`src/rtl/tpv_pkg.sv`:
```
package tpv_pkg;

   typedef logic [1:0] bw_code_t;

   // acceptance margin in hundredths of a percent, midway between detect and reject edges
   function automatic longint margin_bp(input int code);
      case (code)
         0:       return 64'd275;
         1:       return 64'd425;
         2:       return 64'd625;
         default: return 64'd875;
      endcase
   endfunction

   // interval limit in clock cycles; upper = 1 gives the longest accepted interval
   function automatic longint period_limit(input longint clk_hz, input longint pulse_div,
                                           input longint freq_hz, input int code,
                                           input bit upper);
      longint num;
      longint den;
      num = pulse_div * clk_hz * 64'd10000;
      den = upper ? freq_hz * (64'd10000 - margin_bp(code))
                  : freq_hz * (64'd10000 + margin_bp(code));
      return num / den;
   endfunction

endpackage

```
`src/rtl/tpv_limit_table.sv`:
```
module tpv_limit_table
   import tpv_pkg::*;
#(
   parameter int CLK_HZ    = 3579545,
   parameter int PULSE_DIV = 32,
   parameter int FREQ_LO   = 12000,
   parameter int FREQ_HI   = 16000,
   parameter int CNT_W     = 16
) (
   input  logic             freq_hi_i,
   input  bw_code_t         bw_i,
   output logic [CNT_W-1:0] min_o,
   output logic [CNT_W-1:0] max_o
);

   localparam int ENTRIES = 8;

   logic [CNT_W-1:0] tbl_min [ENTRIES];
   logic [CNT_W-1:0] tbl_max [ENTRIES];

   for (genvar idx = 0; idx < ENTRIES; idx++) begin : g_entry
      localparam longint F_SEL = (idx >= 4) ? longint'(FREQ_HI) : longint'(FREQ_LO);
      localparam longint LO    = period_limit(CLK_HZ, PULSE_DIV, F_SEL, idx % 4, 1'b0);
      localparam longint HI    = period_limit(CLK_HZ, PULSE_DIV, F_SEL, idx % 4, 1'b1);
      if (HI >= (longint'(1) << CNT_W) || LO < 2) begin : g_bad
         $error("tpv_limit_table: limit does not fit counter width");
      end
      assign tbl_min[idx] = CNT_W'(LO);
      assign tbl_max[idx] = CNT_W'(HI);
   end

   logic [2:0] sel;
   assign sel   = {freq_hi_i, bw_i};
   assign min_o = tbl_min[sel];
   assign max_o = tbl_max[sel];

endmodule

```
`src/rtl/tpv_interval_timer.sv`:
```
module tpv_interval_timer #(
   parameter int CNT_W = 16
) (
   input  logic             clk_i,
   input  logic             rst_ni,
   input  logic             clear_i,
   input  logic             pulse_i,
   input  logic [CNT_W-1:0] max_i,
   output logic             strobe_o,
   output logic             timeout_o,
   output logic [CNT_W-1:0] len_o
);

   logic             armed_q;
   logic [CNT_W-1:0] cnt_q;

   assign strobe_o  = pulse_i && armed_q && !clear_i;
   assign timeout_o = armed_q && !pulse_i && !clear_i && (cnt_q >= max_i);
   assign len_o     = cnt_q;

   always_ff @(posedge clk_i) begin
      if (!rst_ni || clear_i) begin
         armed_q <= 1'b0;
         cnt_q   <= '0;
      end else if (pulse_i) begin
         armed_q <= 1'b1;
         cnt_q   <= CNT_W'(1);
      end else if (timeout_o) begin
         armed_q <= 1'b0;
         cnt_q   <= '0;
      end else if (armed_q) begin
         cnt_q   <= cnt_q + 1'b1;
      end
   end

   AST_CNT_BOUND: assert property (@(posedge clk_i) disable iff (!rst_ni)
      armed_q && !clear_i |-> cnt_q <= max_i);

   AST_SILENCE_DISARMS: assert property (@(posedge clk_i) disable iff (!rst_ni)
      timeout_o |=> !strobe_o || $past(pulse_i));

endmodule

```
`src/rtl/tpv_run_qualifier.sv`:
```
module tpv_run_qualifier #(
   parameter int CNT_W       = 16,
   parameter int GOOD_NEEDED = 3
) (
   input  logic             clk_i,
   input  logic             rst_ni,
   input  logic             clear_i,
   input  logic             timeout_i,
   input  logic             strobe_i,
   input  logic [CNT_W-1:0] len_i,
   input  logic [CNT_W-1:0] min_i,
   input  logic [CNT_W-1:0] max_i,
   output logic             valid_o
);

   localparam int GOOD_W = $clog2(GOOD_NEEDED + 1);

   logic [GOOD_W-1:0] good_q;
   logic              in_range;

   assign in_range = (len_i >= min_i) && (len_i <= max_i);

   always_ff @(posedge clk_i) begin
      if (!rst_ni || clear_i || timeout_i) begin
         good_q  <= '0;
         valid_o <= 1'b0;
      end else if (strobe_i) begin
         if (in_range) begin
            if (good_q < GOOD_W'(GOOD_NEEDED)) good_q <= good_q + 1'b1;
            valid_o <= (good_q >= GOOD_W'(GOOD_NEEDED - 1));
         end else begin
            good_q  <= '0;
            valid_o <= 1'b0;
         end
      end
   end

   AST_RUN_BOUND: assert property (@(posedge clk_i) disable iff (!rst_ni)
      good_q <= GOOD_W'(GOOD_NEEDED));

   AST_VALID_NEEDS_PULSE: assert property (@(posedge clk_i) disable iff (!rst_ni)
      $rose(valid_o) |-> $past(strobe_i));

   AST_OOR_CLEARS: assert property (@(posedge clk_i) disable iff (!rst_ni)
      strobe_i && !in_range |=> !valid_o);

   AST_TIMEOUT_CLEARS: assert property (@(posedge clk_i) disable iff (!rst_ni)
      timeout_i |=> !valid_o);

   AST_VALID_HOLDS: assert property (@(posedge clk_i) disable iff (!rst_ni)
      valid_o && strobe_i && in_range && !clear_i && !timeout_i |=> valid_o);

endmodule

```
`src/rtl/tone_period_validator.sv`:
```
module tone_period_validator
   import tpv_pkg::*;
#(
   parameter int CLK_HZ      = 3579545,
   parameter int PULSE_DIV   = 32,
   parameter int FREQ_LO     = 12000,
   parameter int FREQ_HI     = 16000,
   parameter int GOOD_NEEDED = 3
) (
   input  logic       clk_i,
   input  logic       rst_ni,
   input  logic       cfg_freq16_i,
   input  logic [1:0] cfg_bw_i,
   input  logic       pulse_i,
   output logic       tone_valid_o
);

   localparam longint LONGEST = period_limit(CLK_HZ, PULSE_DIV, FREQ_LO, 3, 1'b1);
   localparam int     CNT_W   = $clog2(LONGEST + 2);

   if (FREQ_HI <= FREQ_LO || FREQ_LO <= 0) begin : g_bad_freq
      $error("tone_period_validator: FREQ_HI must exceed FREQ_LO > 0");
   end
   if (PULSE_DIV < 1 || GOOD_NEEDED < 1) begin : g_bad_count
      $error("tone_period_validator: PULSE_DIV and GOOD_NEEDED must be positive");
   end

   logic [2:0]       cfg_q;
   logic             cfg_chg;
   logic [CNT_W-1:0] lim_min;
   logic [CNT_W-1:0] lim_max;
   logic             strobe;
   logic             timeout;
   logic [CNT_W-1:0] len;

   assign cfg_chg = ({cfg_freq16_i, cfg_bw_i} != cfg_q);

   always_ff @(posedge clk_i) begin
      if (!rst_ni) cfg_q <= 3'b000;
      else         cfg_q <= {cfg_freq16_i, cfg_bw_i};
   end

   tpv_limit_table #(
      .CLK_HZ(CLK_HZ), .PULSE_DIV(PULSE_DIV),
      .FREQ_LO(FREQ_LO), .FREQ_HI(FREQ_HI), .CNT_W(CNT_W)
   ) limits_i (
      .freq_hi_i(cfg_freq16_i),
      .bw_i     (cfg_bw_i),
      .min_o    (lim_min),
      .max_o    (lim_max)
   );

   tpv_interval_timer #(.CNT_W(CNT_W)) timer_i (
      .clk_i    (clk_i),
      .rst_ni   (rst_ni),
      .clear_i  (cfg_chg),
      .pulse_i  (pulse_i),
      .max_i    (lim_max),
      .strobe_o (strobe),
      .timeout_o(timeout),
      .len_o    (len)
   );

   tpv_run_qualifier #(.CNT_W(CNT_W), .GOOD_NEEDED(GOOD_NEEDED)) qual_i (
      .clk_i    (clk_i),
      .rst_ni   (rst_ni),
      .clear_i  (cfg_chg),
      .timeout_i(timeout),
      .strobe_i (strobe),
      .len_i    (len),
      .min_i    (lim_min),
      .max_i    (lim_max),
      .valid_o  (tone_valid_o)
   );

   AST_CFG_CHANGE_CLEARS: assert property (@(posedge clk_i) disable iff (!rst_ni)
      cfg_chg |=> !tone_valid_o);

   AST_WINDOW_ORDER: assert property (@(posedge clk_i) disable iff (!rst_ni)
      lim_min < lim_max);

endmodule

```
`config.mk`:
```
export PLATFORM = sky130hd
export DESIGN_NAME = tone_period_validator
export DESIGN_NICKNAME = d
export VERILOG_FILES = /design/src/rtl/tpv_pkg.sv /design/src/rtl/tpv_limit_table.sv /design/src/rtl/tpv_interval_timer.sv /design/src/rtl/tpv_run_qualifier.sv /design/src/rtl/tone_period_validator.sv
export SDC_FILE = /design/constraint.sdc
export NUM_CORES = 1
export LEC_CHECK = 0
export ABC_AREA = 1
export BUFFER_PORTS_ARGS = -buffer_cell sky130_fd_sc_hd__buf_2
export CAP_MARGIN = 20
export CORE_ASPECT_RATIO = 0.75
export CORE_UTILIZATION = 32
export CTS_BUF_LIST = sky130_fd_sc_hd__clkbuf_8
export CTS_CLUSTER_DIAMETER = 150
export DETAILED_ROUTE_END_ITERATION = 6
export SYNTH_ARGS = -nofsm -noshare
export SYNTH_HDL_FRONTEND = slang
export SYNTH_HIERARCHICAL = 1
export SYNTH_SLANG_ARGS = --single-unit
```
`constraint.sdc`:
```
create_clock -name clk_i -period 7.6 [get_ports clk_i]
set_input_delay 1.9 -clock clk_i [delete_from_list [all_inputs] [get_ports clk_i]]
set_output_delay 1.9 -clock clk_i [all_outputs]
set_load 0.005 [all_outputs]
```
# [Word level (Yosys, flattened, before mapping)]
# Memories as Yosys holds them, arrays and structs flattened.
# Index checks and enable logic that the tools add are counted.
[classes] addsub=2 n_lt_le_gt_ge=6 n_eq_ne=2 muxes=12 n_bitwise=1 reduce_logical=15
[ops] cell="$mux 14" n=4
[ops] cell="$ge 14x14->1" n=2
[ops] cell="$add 14x1->14 const B" n=1
[ops] cell="$le 14x14->1" n=1
[ops] cell="$logic_and 1x1->1" n=6
[ops] cell="$mux 1" n=6
[ops] cell="$ge 4x4->1 const B" n=1
[ops] cell="$mux 2" n=2
[ops] cell="$not 3->4" n=1
[ops] cell="$logic_not 1->1" n=3
[ops] cell="$ne 3x3->1" n=1
[ops] cell="$reduce_bool 3->1" n=1
[ops] cell="$reduce_or 3->1" n=1
[ops] cell="$add 2x1->2 const B" n=1
[ops] cell="$ge 2x2->1 const B" n=1
[ops] cell="$logic_or 1x1->1" n=2
[ops] cell="$lt 2x2->1 const B" n=1
[ops] cell="$ne 2x2->1 const B" n=1
[ops] cell="$reduce_and 2->1" n=1
[ops] cell="$reduce_bool 2->1" n=1
[word_totals] ff_bits=21 rom_bits=224 input_bits=6 output_inout_bits=1 elab_cells=46 memories=2
[mem_list] memory="(name not given)" depth=8 width=14 read_ports=1 rd_ports_with_merged_regs=0 write_ports=0 line="tpv_limit_table.sv:34" source="assign min_o = tbl_min[sel];"
[mem_list] memory="(name not given)" depth=8 width=14 read_ports=1 rd_ports_with_merged_regs=0 write_ports=0 line="tpv_limit_table.sv:35" source="assign max_o = tbl_max[sel];"

# [Depth between registers and ports, before layout]
[logic_depth] word_depth=8 depth_mapped=19 mapped_depth_nobuf=19

# [Modules after synthesis]
# Netlist, hierarchy kept.
[by_module_without_submodules] module="tpv_interval_timer" n_inst=1 cells_per_inst=167 area_per_inst_um2=1121.1 seq_area_each_um2=300.3
[by_module_without_submodules] module="tpv_run_qualifier" n_inst=1 cells_per_inst=161 area_per_inst_um2=994.7 seq_area_each_um2=60.1
[by_module_without_submodules] module="tpv_limit_table" n_inst=1 cells_per_inst=60 area_per_inst_um2=335.3 seq_area_each_um2=0.0
[by_module_without_submodules] module="tone_period_validator" n_inst=1 cells_per_inst=21 area_per_inst_um2=133.9 seq_area_each_um2=60.1

# [Worst setup path after synthesis]
# No wires, ideal clock.
[synth_path] path_kind="in2reg" start="input port cfg_bw_i[0]" end="register qual_i.valid_o" setup_ps=76 arrival_time_ps=3706 t_required_ps=7524 path_slack_ps=3818 stages=16 n_path_buf=0 cell_sequence="inv_1 ha_1 nand2_1 o21ai_0 inv_1 ha_1 nand2_1 inv_1 a21oi_1 nand2_1 nand2_1 nand2_1 nand2_1 inv_1 nor3b_1 a21boi_0"
[synth_via] elab_chain_len=7 elab_cells_between_ends=19 classes_between="order compare (3); eq/ne (1); mux (5); bitwise (1); reduce/logical (7); memory (2)"
[synth_rtl] item="start: declaration" line="tone_period_validator.sv:13" source="input logic [1:0] cfg_bw_i,"
[synth_rtl] item="$not 3->4 (implied by the code)" line="tpv_limit_table.sv:35"
[synth_rtl] item="$mem_v2 8x14"
[synth_rtl] item="$mux 14 (implied by the code) (2 in a row)" line="tpv_limit_table.sv:35"
[synth_rtl] item="net lim_max[4]" line="tone_period_validator.sv:31" source="logic [CNT_W-1:0] lim_max;"
[synth_rtl] item="$ge 14x14->1" line="tpv_interval_timer.sv:18" source="assign timeout_o = armed_q && !pulse_i && !clear_i && (cnt_q >= max_i);"
[synth_rtl] item="$logic_and 1x1->1" line="tpv_interval_timer.sv:18"
[synth_rtl] item="net timeout" line="tone_period_validator.sv:33" source="logic timeout;"
[synth_rtl] item="$logic_or 1x1->1" line="tpv_run_qualifier.sv:24" source="if (!rst_ni || clear_i || timeout_i) begin"
[synth_rtl] item="end signal: assignment" line="tpv_run_qualifier.sv:30" source="valid_o <= (good_q >= GOOD_W'(GOOD_NEEDED - 1));"
[synth_rtl] item="end: declaration" line="tpv_run_qualifier.sv:13" source="output logic valid_o"
# The timed path passes the listed nets, and every way through them passes these cells. The select of a mux whose other input is x is not followed.
# A chain may end at the register's enable or synchronous reset.

# [Worst setup path in the final report]
[layout_path] start="input port cfg_bw_i[0]" end="register timer_i.cnt_q[8], in the netlist timer_i/len_o[8]"
[layout_via] elab_chain_len=7 elab_cells_between_ends=11 classes_between="order compare (1); eq/ne (1); mux (2); bitwise (1); reduce/logical (5); memory (1)"
[layout_rtl] item="$not 3->4 (implied by the code)" line="tpv_limit_table.sv:35"
[layout_rtl] item="$mem_v2 8x14"
[layout_rtl] item="$mux 14 (implied by the code) (2 in a row)" line="tpv_limit_table.sv:35"
[layout_rtl] item="net lim_max[4]" line="tone_period_validator.sv:31"
[layout_rtl] item="$ge 14x14->1" line="tpv_interval_timer.sv:18"
[layout_rtl] item="$logic_and 1x1->1" line="tpv_interval_timer.sv:18"
[layout_rtl] item="$reduce_or 3->1 (no source line)"
[layout_rtl] item="end signal: assignment" line="tpv_interval_timer.sv:32" source="cnt_q <= cnt_q + 1'b1;"
[layout_rtl] item="end: declaration" line="tpv_interval_timer.sv:15" source="logic [CNT_W-1:0] cnt_q;"
# The timed path passes the listed nets, and every way through them passes these cells. The select of a mux whose other input is x is not followed.

==> run_results.csv <==
group,metric,value,unit
outcome,status,"completed",
sta,fin_crit,4.24,ns
floorplanning,core,7570,um2
clock_tree,ctsResizeCount,0,
pwr,p_leak,0.00159,uW
clock_tree,cts_made_buffers,3,
min_path,hold_end,"qual_i/valid_o",
clock_tree,clk_latency,0.26,ns
place,routabilityCongestion,0.911,
global_routing,grt_use_total,0.148,
clock_tree,postCtsHoldBufs,0,
global_routing,grt_pass1_vias,2074,
layout,drive_gt1_frac,0.0711,
synthesis,syn_inst,409,
sta,tns,0,ns
place,io_buffers,6,
layout,nFillCells,822,
sta,whs,0.486,ns
synthesis,synth_seq_cells,21,
clock_tree,clockBufferDepth,2,
global_routing,grt_pass1_wl,9940,um
setup_path,arrival,4.43,ns
synthesis,synth_top_cell_by_area,"ha_1",
routing,drc,0,
layout,syn_to_final_growth,4.50,%
sta,skew,0.00448,ns
routing,drtIter0Drc,116,
floorplanning,initial_utilization,0.342,
sta,fmax,0.236,GHz
floorplanning,die-area,8440,um2
routing,routed_via_density,4.36,
pwr,intPower,166,uW
pwr,worst_ir_drop_vdd,0.0000457,V
synthesis,seq_area_frac_synth,0.163,
setup_path,crit_fanout,13,
setup_path,reg2reg_setup_slack,5.42,ns
sta,max_slew_margin,0.612,
synthesis,synthArstFlopShare,0,
synthesis,yosys.cell_types.count,26,
sta,drv_slew,0,
synthesis,synth_area,2580,um2
synthesis,avgSynthCellArea,6.32,um2
floorplanning,die_h,79.8,um
floorplanning,io_pins,7,
synthesis,synth_area_leaders,"ha_1 (25%), nand2_1 (17%), dfxtp_1 (16%)",
pwr,clkPwrFrac,0.311,
pwr,p_per_area,89.2,nW/um2
pwr,p_switching,75.1,uW
floorplanning,dieWidth,106,um
min_path,min_path_cells,2,
synthesis,synth.net_count,467,
setup_path,reg2reg_to,"timer_i/len_o[8]",
synthesis,synth_edf_count,0,
layout,mostFrequentLayoutCells,"nand2_1 (119), inv_1 (97), ha_1 (52)",
setup_path,critPathLaunchType,"input port",
synthesis,ys.warnings.count,6,
sta,setup_viol,0,
setup_path,endpoint_kind,"flip-flop",
clock_tree,cts_root_buf,"clkbuf_8",
setup_path,r2r_start,"timer_i/len_o[3]",
routing,final_antenna_net_count,0,
clock_tree,h-tree-depth,1,
routing,drt-pass1-iter-count,5,
global_routing,antenna_found_initial,0,
sta,period_share,0.557,
layout,layout_commonest_cell,"nand2_1",
floorplanning,placementRows,27,
min_path,hp-start,"qual_i/valid_o",
synthesis,ys.flop_type,"dfxtp_1",
layout,diodes,0,
sta,rsz0062_at_grt,"false",
global_routing,overflow,0,
pwr,p_seq_frac,0.464,
setup_path,worstSetupPathType,"input port to flip-flop",
layout,final_net_count,467,
pwr,comb_power_share,0.225,
sta,hold_viol,0,
flow_run,cap_violations,0,
setup_path,required,7.79,ns
clock_tree,post_cts_buffers,0,
pwr,switching_share,0.312,
setup_path,r2r_cells,10,
min_path,hp-class,"flip-flop to flip-flop",
global_routing,grt_start_max_net_pins,22,
routing,wire_per_inst,11.2,um
synthesis,yosys.area.top_type_share,0.252,
routing,routed_wl,5700,um
place,dp_hpwl,4750,um
sta,tightestPinTransition,0.580,ns
clock_tree,cts.sink_count,21,
clock_tree,tritoncts,"built",
routing,vias,2220,
clock_tree,clk_pin_slew_worst_paths,0.08,ns
==> power groups by stage <==
stage | logic [uW] | registers, uW | clock network, uW
4_1_cts | 53.9 | 112 | 78.0
6_report | 54.2 | 112 | 74.9
3_5_place_dp | 53.4 | 114 | 0
3_3_place_gp | 52.8 | 114 | 0
2_1_floorplan | 44.0 | 114 | 0
5_1_grt | 64.2 | 112 | 83.3
==> worst max-delay path: stages <==
cell	delay (ns)
buf_2	0.17
inv_1	0.10
ha_1	0.35
nand2_1	0.08
o21ai_0	0.20
inv_1	0.09
ha_1	0.30
nand2_1	0.08
inv_1	0.04
a21oi_1	0.14
nand2_1	0.10
nand2_1	0.07
nand2_1	0.07
nand2_1	0.10
nand3_1	0.41
nor2_1	0.21
==> cell usage after synthesis (2+ instances only) <==
cell type / n
nor2_1: 39
a21oi_1: 14
nand4_1: 2
xor2_1: 7
nand2_2: 6
inv_2: 2
dfxtp_1: 21
nand2_1: 119
nor2_4: 4
nor2_2: 2
xnor2_1: 3
nand3_1: 17
nand3_2: 2
inv_1: 97
o21ai_0: 3
ha_1: 52
buf_4: 10
==> state kept, by name, indices dropped and copies added, names as in the netlist <==
name / flops
qual_i/valid_o: 1
timer_i/len_o: 14
cfg_q: 3
qual_i/good_q: 2
timer_i/armed_q: 1
==> cell type report <==
type                            count  area [um2]  share of cell area
Multi-Input combinational cell    278        1710               0.632
Sequential cell                    21         420               0.156
Inverter                           99         372               0.138
Tap cell                          101         126              0.0468
Clock buffer                        3        41.3              0.0153
Timing Repair Buffer                6        30.0              0.0111
Clock inverter                      1        5.00             0.00185
==> metal layers <==
| metal | track usage | up-vias | part of all wire |
|---|---|---|---|
| met3 | 0.0220 | 4 | 0.069 |
| met5 | 0 | - | 0 |
| li1 | - | 1217 | - |
| met1 | 0.214 | 951 | 0.55 |
| met4 | 0.00833 | 0 | 0.0026 |
| met2 | 0.239 | 48 | 0.38 |
==> worst max path at each step <==
stage / from / to / slack, ns / cells past startpoint
after detailed placement: cfg_bw_i[0] / timer_i/len_o[8] / 3.11 / 16
after global placement: cfg_bw_i[0] / qual_i/valid_o / 3.15 / 17
after global routing: cfg_bw_i[0] / qual_i/valid_o / 3.01 / 17
final: cfg_bw_i[0] / timer_i/len_o[8] / 3.36 / 16
after CTS: cfg_bw_i[0] / timer_i/len_o[8] / 3.38 / 16
after floorplan: cfg_bw_i[0] / qual_i/valid_o / 3.82 / 16
==> stage by stage <==
stage | total power [uW] | util | setup WS [ns] | area [um2] | std cells
after floorplan | 158 | - | 3.82 | 2580 | 409
after global placement | 167 | 0.351 | 3.15 | 2660 | 505
after detailed placement | 168 | 0.351 | 3.11 | 2660 | 505
after CTS | 244 | 0.357 | 3.38 | 2700 | 509
after global routing | 259 | 0.357 | 3.01 | 2700 | 509
final | 241 | 0.357 | 3.36 | 2700 | 509
==> logic make-up after synthesis <==
kind of cell | after synthesis | share of synthesized area
flip-flops | 21 | 0.163
AND/OR/NAND/NOR | 197 | 0.335
buffers and inverters | 110 | 0.177
XOR/XNOR | 10 | 0.0339
AO/OA/AOI/OAI | 18 | 0.0358
multiplexers | 1 | 0.00387
adder cells (fa/ha/maj) | 52 | 0.252
No activity file was read; power rests on OpenSTA's default activity.
